### src/rtl/r4mul_pkg.sv
package r4mul_pkg;

  // Width of one multiplier digit; the block is radix-4 by definition.
  localparam int DIGIT_W = 2;

  // Strobes from control to datapath
  typedef struct packed {
    logic loadProd;  // capture the resolved sum into the product register
  } r4mulStrobe_t;

endpackage

### src/rtl/r4mul_ppgen.sv
module r4mul_ppgen
  import r4mul_pkg::*;
#(
  parameter int OP_W = 8,
  localparam int PROD_W = 2 * OP_W,
  localparam int NUM_DIG = OP_W / DIGIT_W,
  localparam int ROW_W = OP_W + 2
) (
  input  logic [OP_W-1:0]                  mcand,
  input  logic [OP_W-1:0]                  mplier,
  output logic [NUM_DIG-1:0][PROD_W-1:0]   ppRows
);

  logic [ROW_W-1:0] oneM;
  logic [ROW_W-1:0] twoM;
  logic [ROW_W-1:0] threeM;

  // 3M is formed once and used by every digit selector
  assign oneM   = {2'b00, mcand};
  assign twoM   = {1'b0, mcand, 1'b0};
  assign threeM = oneM + twoM;

  for (genvar gi = 0; gi < NUM_DIG; gi++) begin : g_digit
    logic [DIGIT_W-1:0] digit;
    logic [ROW_W-1:0]   rowSel;

    assign digit = mplier[gi*DIGIT_W +: DIGIT_W];

    always_comb begin
      unique case (digit)
        2'd0:    rowSel = '0;
        2'd1:    rowSel = oneM;
        2'd2:    rowSel = twoM;
        default: rowSel = threeM;
      endcase
    end

    // Digit gi has weight 4^gi
    assign ppRows[gi] = {{(PROD_W-ROW_W){1'b0}}, rowSel} << (DIGIT_W * gi);
  end

endmodule

### src/rtl/r4mul_csa.sv
module r4mul_csa #(
  parameter int W = 16
) (
  input  logic [W-1:0] inX,
  input  logic [W-1:0] inY,
  input  logic [W-1:0] inZ,
  output logic [W-1:0] sumVec,
  output logic [W-1:0] carVec
);

  logic [W-1:0] majority;

  assign sumVec   = inX ^ inY ^ inZ;
  assign majority = (inX & inY) | (inX & inZ) | (inY & inZ);
  // Carries move up one weight; the top carry falls outside the product range
  assign carVec   = {majority[W-2:0], 1'b0};

endmodule

### src/rtl/r4mul_datapath.sv
module r4mul_datapath
  import r4mul_pkg::*;
#(
  parameter int OP_W = 8,
  localparam int PROD_W = 2 * OP_W,
  localparam int NUM_DIG = OP_W / DIGIT_W,
  localparam int NUM_STG = NUM_DIG - 2
) (
  input  logic              clk,
  input  logic              rstN,
  input  r4mulStrobe_t      strobe,
  input  logic [OP_W-1:0]   mcand,
  input  logic [OP_W-1:0]   mplier,
  output logic [PROD_W-1:0] product
);

  logic [NUM_DIG-1:0][PROD_W-1:0] ppRows;
  logic [NUM_STG:0][PROD_W-1:0]   accSum;
  logic [NUM_STG:0][PROD_W-1:0]   accCar;
  logic [PROD_W-1:0]              resolved;

  r4mul_ppgen #(.OP_W(OP_W)) u_ppgen (
    .mcand  (mcand),
    .mplier (mplier),
    .ppRows (ppRows)
  );

  // The first two rows seed the redundant pair
  assign accSum[0] = ppRows[0];
  assign accCar[0] = ppRows[1];

  // Each 3:2 stage folds one further row into the sum/carry pair
  for (genvar gs = 0; gs < NUM_STG; gs++) begin : g_stage
    r4mul_csa #(.W(PROD_W)) u_csa (
      .inX    (accSum[gs]),
      .inY    (accCar[gs]),
      .inZ    (ppRows[gs+2]),
      .sumVec (accSum[gs+1]),
      .carVec (accCar[gs+1])
    );
  end

  // One carry-propagate add at the end
  assign resolved = accSum[NUM_STG] + accCar[NUM_STG];

  always_ff @(posedge clk or negedge rstN) begin
    if (!rstN) begin
      product <= '0;
    end else if (strobe.loadProd) begin
      product <= resolved;
    end
  end

endmodule

### src/rtl/r4mul_ctrl.sv
module r4mul_ctrl
  import r4mul_pkg::*;
(
  input  logic         clk,
  input  logic         rstN,
  input  logic         inVld,
  output r4mulStrobe_t strobe,
  output logic         outVld
);

  always_comb begin
    strobe          = '0;
    strobe.loadProd = inVld;
  end

  always_ff @(posedge clk or negedge rstN) begin
    if (!rstN) begin
      outVld <= 1'b0;
    end else begin
      outVld <= inVld;
    end
  end

endmodule

### src/rtl/r4mul_top.sv
module r4mul_top
  import r4mul_pkg::*;
#(
  parameter int OP_W = 8,
  localparam int PROD_W = 2 * OP_W
) (
  input  logic              clk,
  input  logic              rstN,
  input  logic              inVld,
  input  logic [OP_W-1:0]   mcand,
  input  logic [OP_W-1:0]   mplier,
  output logic              outVld,
  output logic [PROD_W-1:0] product
);

  r4mulStrobe_t strobe;

  r4mul_ctrl u_ctrl (
    .clk    (clk),
    .rstN   (rstN),
    .inVld  (inVld),
    .strobe (strobe),
    .outVld (outVld)
  );

  r4mul_datapath #(.OP_W(OP_W)) u_dp (
    .clk     (clk),
    .rstN    (rstN),
    .strobe  (strobe),
    .mcand   (mcand),
    .mplier  (mplier),
    .product (product)
  );

endmodule

### config.mk
export PLATFORM = sky130hd
export DESIGN_NAME = r4mul_top
export DESIGN_NICKNAME = d
export VERILOG_FILES = /design/src/rtl/r4mul_pkg.sv /design/src/rtl/r4mul_ppgen.sv /design/src/rtl/r4mul_csa.sv /design/src/rtl/r4mul_datapath.sv /design/src/rtl/r4mul_ctrl.sv /design/src/rtl/r4mul_top.sv
export SDC_FILE = /design/constraint.sdc
export NUM_CORES = 1
export LEC_CHECK = 0
export BUFFER_PORTS_ARGS = -buffer_cell sky130_fd_sc_hd__buf_4
export CORE_MARGIN = 10
export CORE_UTILIZATION = 55
export CTS_CLUSTER_DIAMETER = 30
export DETAILED_ROUTE_END_ITERATION = 12
export GPL_TIMING_DRIVEN = 0
export HOLD_SLACK_MARGIN = 0.02
export PLACE_DENSITY = 0.79
export SYNTH_ARGS = -nofsm -noshare
export SYNTH_HDL_FRONTEND = slang
export SYNTH_HIERARCHICAL = 1
export SYNTH_SLANG_ARGS = --single-unit
### constraint.sdc
create_clock -name clk -period 1 [get_ports clk]
set_input_delay 0.2 -clock clk [delete_from_list [all_inputs] [get_ports clk]]
set_output_delay 0.2 -clock clk [all_outputs]
set_load 0.05 [all_outputs]
==> reports/qor.json <==
{
  "run_status": {
    "outcome": "finished with violations",
    "violations": "setup timing"
  },
  "logic_synthesis": {
    "seq_area_frac_synth_pct": 12.67,
    "async_flop_share_pct": 100.0,
    "synth_edf_count": 0,
    "most_instantiated_flip_flop_cell_in_the_synthesis_netlist": "sky130_fd_sc_hd__dfrtp_1",
    "synth-warning-count": 6,
    "syn-cell-area_um2": 3358,
    "synthDominantCellAreaShare_pct": 19.08,
    "syn_area_per_cell_um2": 8.655,
    "syn_inst": 388,
    "synthTopCellsByArea": "sky130_fd_sc_hd__fa_1 19%, sky130_fd_sc_hd__dfrtp_1 13%, sky130_fd_sc_hd__ha_1 8.6%, sky130_fd_sc_hd__buf_4 6.0%, sky130_fd_sc_hd__nand2_1 5.4%",
    "synth.ff_latch_count": 17,
    "synthDistinctLibCells": 57,
    "synth_area_leader_cell": "sky130_fd_sc_hd__fa_1"
  },
  "clocking": {
    "cts_tree": "done",
    "cts_buffers": 3,
    "clkLatencyLatePin_ns": 0.24,
    "buffers_from_clock_root_to_sink_at_most": 2,
    "cts_htree_levels": 1,
    "cts.reportedPaths.clkPinSlew_ns": 0.06,
    "numClockSinks": 17,
    "root_buffer": "sky130_fd_sc_hd__clkbuf_8"
  },
  "route": {
    "avgRoutedWirePerCell_um": 18.05,
    "drt-initial-drc-count": 221,
    "num_vias": 3292,
    "drt_wl_total_um": 10060,
    "drt.antenna.violating_nets": 0,
    "vias_cell": 5.910,
    "drc": 0,
    "drt_pre_antenna_iters": 4
  },
  "timing": {
    "report.final.setup_viol": 26,
    "min_period_over_period_pct": 371.4,
    "worst_pin_slew_ns": 0.6349,
    "maxSlewHeadroom_pct": 57.68,
    "fin_tns_setup_ns": -36.49,
    "setup_ws_ns": -2.714,
    "timing_hold_violations_final": 0,
    "final.min_clock_period_ns": 3.714,
    "rsz0062_at_grt": "yes",
    "max_clock_freq_mhz": 269.2,
    "clock-skew-final_ns": 0,
    "timing_max_transition_violations_final": 0
  },
  "placed_design": {
    "hpwl_um": 7165,
    "routabilityCongestion": 0.9353,
    "numPortBuffers": 34,
    "placement.setup.worst_slack_ns": -3.202
  },
  "worst_hold_path": {
    "hold_path_startpoint": "inVld",
    "worst_hold_path_type": "in2reg",
    "worst_hold_path_ep": "u_ctrl/outVld",
    "holdPathStages": 1
  },
  "worst_setup_path": {
    "crit-reg2reg-capture": "u_dp/product[9]",
    "cp_max_fo": 7,
    "reg2reg_slack_ns": 0.02,
    "critPathKind": "in2reg",
    "crit_path_end_kind": "flop",
    "cp.arrival_ns": 3.89,
    "setup.worst_path.start_class": "input port",
    "worst-endpoint-required_ns": 1.18,
    "r2r.worst_path.cells": 3,
    "r2r_start": "u_dp/product[9]"
  },
  "floorplan": {
    "floorplan.die.width_um": 98.14,
    "placement_rows": 28,
    "ios": 36,
    "floorplan.die.height_um": 98.14,
    "initial_core_util_pct": 56.72,
    "dieArea_um2": 9631,
    "fp.coreArea_um2": 5921
  },
  "global_route": {
    "grt_util_all_layers_pct": 19.06,
    "globalRouteOverflowTotal": 0,
    "grt_first_pass_wirelength_um": 16000,
    "antenna_found_initial": 0,
    "pin_count_of_the_biggest_net_entering_global_routing": 18,
    "first_global_vias": 3295
  },
  "final_layout": {
    "layout.cells.most_common_list": "70 x sky130_fd_sc_hd__buf_4, 46 x sky130_fd_sc_hd__nand2_1, 30 x sky130_fd_sc_hd__fa_1",
    "area.growth.synth_to_final_pct": 39.57,
    "filler_cell_count": 393,
    "drive_above_1_share_pct": 37.55,
    "final_common_cell": "sky130_fd_sc_hd__buf_4",
    "diodes": 0,
    "layout.nets": 557,
    "finish.utilization_pct": 79.16
  },
  "pwr": {
    "irDropWorstVdd_mv": 2.662,
    "power_per_cell_area_nw_per_um2": 2416,
    "leakage_nw": 2.046
  },
  "job": {
    "timing.max_cap.violations": 0
  }
}
worst max-delay path by stage:
stage | startpoint | end | slack, ns | depth (start not counted)
detailed placement | mcand[1] | u_dp/product[15] | -3.20 | 17
finish | mcand[1] | u_dp/product[11] | -2.71 | 16
CTS | mcand[1] | u_dp/product[10] | -2.66 | 17
global route | mcand[1] | u_dp/product[10] | -2.84 | 17
global placement | mcand[1] | u_dp/product[10] | -3.19 | 17
floorplan | mcand[0] | u_dp/product[10] | -2.57 | 16
cells by family after synthesis:
logic type      share of synthesized area [%]
compound gates                          24.11
simple gates                            15.69
buf+inv                                 9.537
fa+ha+maj                               27.65
mux                                     5.477
flops                                   12.67
xor+xnor                                4.546
other cells                            0.3353
where the power goes:
group          switching, W  total, W  leakage [nW]  internal (W)
Combinational       0.00512   0.00954          1.82       0.00442
Clock              0.000214  0.000495        0.0228      0.000282
Sequential         0.000259   0.00129         0.201       0.00103
per-stage QoR:
| step | instances | power (W) | instance area, um2 | hold slack, ns |
|---|---|---|---|---|
| finish | 557 | 0.01133 | 4687 | 0.07022 |
| global route | 557 | 0.01205 | 4687 | 0.06384 |
| CTS | 547 | 0.01050 | 4528 | 0.06971 |
| detailed placement | 520 | 0.008775 | 4065 | 0.07344 |
| global placement | 520 | 0.008570 | 4065 | 0.06964 |
| floorplan | 411 | 0.007125 | 3716 | -0.09559 |
synthesized netlist by cell type, types with 3 or more instances:
| cell type | n |
|---|---|
| sky130_fd_sc_hd__nand3_1 | 10 |
| sky130_fd_sc_hd__nand2_1 | 48 |
| sky130_fd_sc_hd__buf_4 | 27 |
| sky130_fd_sc_hd__nand4_1 | 3 |
| sky130_fd_sc_hd__ha_1 | 23 |
| sky130_fd_sc_hd__fa_1 | 32 |
| sky130_fd_sc_hd__xor2_1 | 4 |
| sky130_fd_sc_hd__mux2i_1 | 6 |
| sky130_fd_sc_hd__a31o_2 | 5 |
| sky130_fd_sc_hd__nand2b_1 | 4 |
| sky130_fd_sc_hd__inv_1 | 12 |
| sky130_fd_sc_hd__clkbuf_1 | 12 |
| sky130_fd_sc_hd__or4_1 | 3 |
| sky130_fd_sc_hd__conb_1 | 3 |
| sky130_fd_sc_hd__nor2b_1 | 8 |
| sky130_fd_sc_hd__o22ai_1 | 5 |
| sky130_fd_sc_hd__buf_1 | 6 |
| sky130_fd_sc_hd__o211ai_1 | 4 |
| sky130_fd_sc_hd__xnor2_1 | 8 |
| sky130_fd_sc_hd__dfrtp_1 | 17 |
| sky130_fd_sc_hd__a211oi_1 | 3 |
| sky130_fd_sc_hd__a31oi_1 | 9 |
| sky130_fd_sc_hd__and2_1 | 6 |
| sky130_fd_sc_hd__a22o_1 | 13 |
| sky130_fd_sc_hd__nor2_1 | 17 |
| sky130_fd_sc_hd__a21oi_1 | 23 |
| sky130_fd_sc_hd__o221ai_1 | 7 |
| sky130_fd_sc_hd__mux2_2 | 11 |
| sky130_fd_sc_hd__o21ai_0 | 23 |
timing repair:
| item | CTS | global route |
|---|---|---|
| setup buffers | 22 | 10 |
| resized for setup | 58 | 16 |
| hold buffers | 1 | 0 |
| pin swaps | 23 | 11 |
| endpoints found under the setup margin | 32 | 33 |
| cloned | 0 | 0 |
| hold endpoints to repair | 17 | 0 |
critical path: stages:
cell,delay [ns]
sky130_fd_sc_hd__buf_12,0.11
sky130_fd_sc_hd__ha_4,0.23
sky130_fd_sc_hd__a211oi_2,0.19
sky130_fd_sc_hd__nor2_2,0.08
sky130_fd_sc_hd__o41ai_4,0.41
sky130_fd_sc_hd__nor4_1,0.12
sky130_fd_sc_hd__a211o_1,0.28
sky130_fd_sc_hd__fa_1,0.53
sky130_fd_sc_hd__fa_1,0.45
sky130_fd_sc_hd__ha_4,0.35
sky130_fd_sc_hd__nand2_4,0.07
sky130_fd_sc_hd__o211ai_1,0.22
sky130_fd_sc_hd__a21oi_2,0.10
sky130_fd_sc_hd__buf_4,0.17
sky130_fd_sc_hd__a211o_1,0.29
sky130_fd_sc_hd__nand3_1,0.08
per-layer routing:
layer  wire (um)  track usage [%]  vias to the layer above
met2        5203            33.91                      150
met1        4058            24.52                     1582
met4         162            3.418                        0
li1            -                -                     1540
met3         630            1.903                       20
met5           0                0                        -
registers in the layout (all words and copies together), names as in the netlist:
register and count:
u_dp/product 16, u_ctrl/outVld 1
final cells by class:
class	instances	area (um2)	area share (%)
multi-input cells	336	3166	67.54
repair buffers	67	616.8	13.16
flip-flops and latches	17	425.4	9.076
plain buffers	46	295.3	6.300
well taps	75	93.84	2.002
clock buffers	4	45.04	0.9610
inverters	12	45.04	0.9610
(Power assumes the default switching activity.)
